--- src/rtl/nco_clkgen.sv ---
module nco_clkgen #(
  parameter int WORD_W = 16,
  parameter int BYTE_W = 8
) (
  input  logic              clk,
  input  logic              rst_n,
  input  logic              run,
  input  logic              hi_we,
  input  logic              lo_we,
  input  logic [BYTE_W-1:0] wdata,
  output logic              vf_out,
  output logic              vf_tick
);
  localparam int HI_W = WORD_W - BYTE_W;

  logic [HI_W-1:0]   hi_stage;
  logic [WORD_W-1:0] word_q;
  logic [WORD_W-1:0] step;
  logic [WORD_W-1:0] phase;
  logic              msb_q;

  always_ff @(posedge clk) begin
    if (!rst_n) begin
      hi_stage <= '0;
      word_q   <= '0;
    end else begin
      if (hi_we) hi_stage <= wdata[HI_W-1:0];
      if (lo_we) word_q   <= {hi_stage, wdata};
    end
  end

  assign step = word_q[WORD_W-1] ? (~word_q + WORD_W'(1)) : word_q;

  always_ff @(posedge clk) begin
    if (!rst_n || !run) begin
      phase <= '0;
      msb_q <= 1'b0;
    end else begin
      phase <= phase + step;
      msb_q <= phase[WORD_W-1];
    end
  end

  assign vf_out  = phase[WORD_W-1];
  assign vf_tick = vf_out & ~msb_q;

  assert_stop_low_R7: assert property (@(posedge clk) disable iff (!rst_n)
    !run |=> (!vf_out && !vf_tick));

  assert_hi_only_stages_R2: assert property (@(posedge clk) disable iff (!rst_n)
    (hi_we && !lo_we) |=> $stable(word_q));

  assert_tick_on_rise_R6: assert property (@(posedge clk) disable iff (!rst_n)
    vf_tick |-> (vf_out && !$past(vf_out)));

  assert_phase_kept_R3: assert property (@(posedge clk) disable iff (!rst_n)
    (run && $past(run) && $past(rst_n)) |-> (phase == $past(phase) + $past(step)));

  assert_half_step_R9: assert property (@(posedge clk) disable iff (!rst_n)
    (run && $past(run) && $past(rst_n) && $past(word_q) == 16'h8000) |-> (vf_out != $past(vf_out)));
endmodule

--- config.mk ---
export PLATFORM = sky130hd
export DESIGN_NAME = nco_clkgen
export DESIGN_NICKNAME = d
export VERILOG_FILES = /design/src/rtl/nco_clkgen.sv
export SDC_FILE = /design/constraint.sdc
export NUM_CORES = 1
export LEC_CHECK = 0
export BUFFER_PORTS_ARGS = -buffer_cell sky130_fd_sc_hd__buf_2
export CELL_PAD_IN_SITES_DETAIL_PLACEMENT = 1
export CELL_PAD_IN_SITES_GLOBAL_PLACEMENT = 2
export CORE_MARGIN = 2
export CORE_UTILIZATION = 38
export DETAILED_ROUTE_END_ITERATION = 8
export GPL_ROUTABILITY_DRIVEN = 1
export GPL_TIMING_DRIVEN = 0
export PLACE_DENSITY = 0.9
export SLEW_MARGIN = 20
export SYNTH_ARGS = -nofsm -noshare
export SYNTH_HDL_FRONTEND = slang
export SYNTH_SLANG_ARGS = --single-unit
--- constraint.sdc ---
create_clock -name clk -period 3.6 [get_ports clk]
set_input_delay 0 -clock clk [delete_from_list [all_inputs] [get_ports clk]]
set_output_delay 0 -clock clk [all_outputs]
set_load 0.005 [all_outputs]
# Word level (Yosys, flattened, before mapping)
# Index checks and enable logic that the tools add are counted.
dict set report totals {
  output_inout_bits 2
  regBits 41
}
dict set report classes {
  reduce_logical 3
  addsub 2
  n_bitwise 3
  muxes 1
}
# op count
set ops {}
lappend ops {{$add 16x1->16 const B} 1}
lappend ops {{$add 16x16->16} 1}
lappend ops {{$mux 16} 1}
lappend ops {{$not 16->16} 1}
lappend ops {{$logic_not 1->1} 2}
lappend ops {{$and 1x1->1} 1}
lappend ops {{$logic_or 1x1->1} 1}
lappend ops {{$not 1->1} 1}

# Logic depth before layout (Yosys ltp)
dict set report logic_depth {
  word_depth 4
  mapped_depth 14
  ltp_nobuf 14
}

# Worst setup path after synthesis
# Ideal clock, no wire load.
dict set report synth_path {
  path_type {reg2reg}
  startpoint {register word_q[0]}
  endpoint {register phase[12]}
  setup_time_ps 122
  path_buffers 0
  required_ps 3478
  period_less_slack_ps 2586
  setup_slack_ps 1014
  arrival_ps 2464
  stages_incl_launch_ff 12
  path_cell_list {dfxtp_1 > inv_1 > ha_1 > nand2_1 > o21ai_0 > fa_1 > a211oi_2 > o21bai_1 > a2111oi_2 > nor3_1 > nor3_1 > nor3b_2}
}
dict set report synth_between {
  elab_chain_len 4
}
# item line
set synth_lines {}
lappend synth_lines {{from (decl)} 17} ;# logic [WORD_W-1:0] word_q;
lappend synth_lines {{from (signal assigned)} 28} ;# if (lo_we) word_q <= {hi_stage, wdata};
lappend synth_lines {{$not 16->16} 32} ;# assign step = word_q[WORD_W-1] ? (~word_q + WORD_W'(1)) : word_q;
lappend synth_lines {{$add 16x1->16} 32}
lappend synth_lines {{$mux 16 *} 32}
lappend synth_lines {{$add 16x16->16 *} 39} ;# phase <= phase + step;
lappend synth_lines {{to (signal assigned)} 39}
lappend synth_lines {{to (decl)} 19} ;# logic [WORD_W-1:0] phase;
# Every way passes the cells marked *; elsewhere a longest branch is shown, timed or not.
# A chain may end at the register's enable or synchronous reset.

# Worst setup path after layout
dict set report layout_path {
  startpoint {register word_q[15]}
  endpoint {register phase[12]}
}
dict set report layout_between {
  elab_chain_len 2
}
# item line
set layout_lines {}
lappend layout_lines {{$mux 16} 32}
lappend layout_lines {{$add 16x16->16} 39}
# No other way between the ends.

==> run metrics <==
status finished clean; placer's final routability congestion estimate 0.7457; crit path DAT 3.25 ns; cell area after layout 2720 µm²; CP max FO 10; Leak 1.120 nW; Core Rows 29; grt ovf 0; Worst Hold Path EP hi_stage[4]; setup slack, reg-to-reg 0.54 ns; worst setup margin 0.5397 ns; Antenna Cells 0; number of remaining DRC errors 0; Pwr Density 355.0 nW/µm²; hold-critical path depth 3; most instantiated library cell after synthesis dfxtp_1; Reg2Reg Depth 9; Fill cells 756; WL final 5352 µm; number of top-level pins 15; Num Clock Sinks 41; nets 322; total power just under 1 mW; Clock Skew ~0.0055 ns; CTS max path bufs 2; Post-Syn Area about 2400 µm²; Peak Freq 0.3268 GHz; CP max-delay cell fa_1; GRT Util Overall between 10% and 20%; Top Family by Delay on Critical Path compound AO/OA/AOI/OAI gates; core area 6277 µm²; critical path's most frequent cell nor3_1; placed instance area 2582 µm²; crit start category flip-flop; unrepaired setup endpoints after global routing no; critical path class flip-flop to flip-flop; post-CTS setup repair buffer count 0; reg2reg start word_q[15]; Bufs and invs on worst path 1; Root Driver clkbuf_8; routed len/inst roughly 15 µm; dpl ws 0.5363 ns; full die area 7053 µm²; Worst Hold Class input pin to flip-flop; routed via count about 1900; FFs w/ async S/R, synth 0%; endpoints failing hold 0; layout cell share with drive strength beyond 1 9.655%; clk slew on worst S/H paths 0.08 ns; max_slew headroom between 60% and 70%; Initial Util 38.73%; DR vias/cell 5.202; top cell type by total area after synthesis dfxtp_1; P&R area growth vs syn 11.89%; worst r2r dst phase[12]; setup TNS 0 ns; Hold Crit Start wdata[4]; critical path depth in cells 9; deepest level of the CTS H-tree 2; TritonCTS buffer count 5; crit-path cells clkbuf_1 -> o21ai_0 -> fa_1 -> a211oi_2 -> o21bai_1 -> a2111oi_2 -> nor3_1 -> nor3_1 -> nor3b_2; Final Cycle Share 85.01%; Top FF cell, synth dfxtp_1; largest net degree at the start of global routing 14; WHS 0.001683 ns; first-pass GRT wire length between 9000 and 10000 µm; top cell type's share of synthesized area 33.76%; Die Wd 83.99 µm; Seq cells post-synth 41; synth cell count leaders dfxtp_1, nor2b_1, mux2i_1, nor2_1, nand2_1; Peak VDD IR 0.2289 mV; Slew Viols, Final 0; synth warn 0; First DRT Iteration DRCs 41; cells after synthesis 266; final antenna-violating net count 0; net count after synthesis between 200 and 300; chip height between 80 and 90 µm; vias in the first global route between 2000 and 2500; max incr delay on CP 0.51 ns; CP Data Required Time about 3.8 ns; sequential share of the synthesized area 33.76%; initial antenna violation count 0; Min Clock Period, post-route 3.060 ns; Final setup viols 0; Clock Latency Late Sink 0.30 ns; synth top area cells dfxtp_1, mux2i_1, ha_1, xnor2_1, nor2b_1; dpl hpwl 4241 µm; Mean Syn Cell Area slightly above 9 µm²; Pre-Repair DR Iteration Count 4; Critical Path Sink Type flip-flop; worst-margin pin slew 0.5733 ns; Netlist cell types 38; CTS tree yes; number of flops mapped to enable cells by yosys 0; PortBufs 11; max-cap violation count 0
==> cell usage in the layout (no fill, tap or decap), types with 2 or more instances in the layout <==
cell / n
a211oi_1: 5
a21o_1: 2
a21oi_1: 5
and3_1: 4
buf_2: 12
clkbuf_1: 8
clkbuf_8: 5
clkinvlp_4: 2
dfxtp_1: 41
dlygate4sd3_1: 5
ha_1: 19
inv_1: 5
mux2i_1: 24
nand2_1: 20
nand2b_1: 3
nand3_1: 2
nor2_1: 24
nor2b_1: 26
nor3_1: 7
o211ai_1: 3
o21a_1: 2
o21ai_0: 17
o21bai_1: 4
o31ai_1: 6
xnor2_1: 19
xor2_1: 5
==> power breakdown <==
| part | switching, mW | internal [mW] | total, mW |
|---|---|---|---|
| registers | 0.0196 | 0.474 | 0.493 |
| logic | 0.0879 | 0.0754 | 0.163 |
| clock network | 0.172 | 0.137 | 0.309 |
==> worst max-delay path by stage <==
stage / startpoint / to / slack [ns]
2_1_floorplan: word_q[0] / phase[12] / 1.01
4_1_cts: word_q[15] / phase[12] / 0.51
5_1_grt: word_q[15] / phase[12] / 0.23
3_3_place_gp: word_q[15] / phase[12] / 0.53
6_report: word_q[15] / phase[12] / 0.54
3_5_place_dp: word_q[15] / phase[12] / 0.54
==> repair_timing <==
| action | 4_1_cts | 5_1_grt |
|---|---|---|
| hold buffers | 5 | 0 |
| hold endpoints to repair | 9 | 0 |
| endpoints found under the setup margin | 0 | 0 |
| gates resized for setup | 0 | 0 |
==> stage by stage <==
| stage | utilization, % | cells |
|---|---|---|
| after floorplan | - | 266 |
| after global placement | 41.14 | 354 |
| after detailed placement | 41.14 | 354 |
| after CTS | 43.33 | 367 |
| after global routing | 43.33 | 367 |
| final | 43.33 | 367 |
==> worst reg2reg max path: cells and delay by family, from the launching register on <==
| family | cells | cell delay (ns) |
|---|---|---|
| flip-flops | 1 | 0.50 |
| AO/OA/AOI/OAI | 4 | 1.15 |
| AND/OR/NAND/NOR | 3 | 0.41 |
| adder cells (fa/ha/maj) | 1 | 0.51 |
| buffers and inverters | 1 | 0.38 |
==> layout make-up <==
class,instances,area [µm²],area share [%]
plain buffers,8,31.28,1.150
clock buffers,6,72.57,2.668
clock inverters,2,15.01,0.5520
inverters,5,18.77,0.6900
multi-input cells,212,1560,57.36
flip-flops and latches,41,820.8,30.17
well taps,77,96.34,3.542
repair buffers,16,105.1,3.864
==> metal layers <==
layer / track usage [%] / vias to the layer above / share of wire, %
met4: 3.519 / 0 / 0.80
met1: 21.76 / 911 / 48
li1: - / 969 / -
met5: 0 / - / 0
met2: 29.16 / 24 / 49
met3: 3.363 / 5 / 2.5
==> sequential cells by signal (all words and copies together), names as in the netlist <==
register,count
hi_stage,8
msb_q,1
word_q,16
phase,16
==> cells by family after synthesis <==
| group | after synthesis | share of synthesized area [%] |
|---|---|---|
| and+or+nand+nor | 96 | 21.98 |
| AOI/OAI and AO/OA | 48 | 13.07 |
| DFF | 41 | 33.76 |
| xor gates and xnor gates | 24 | 8.646 |
| muxes | 24 | 9.882 |
| adders and majority gates | 20 | 10.60 |
| buffers and inverters | 13 | 2.059 |
Power figures use the tool's default switching activity.
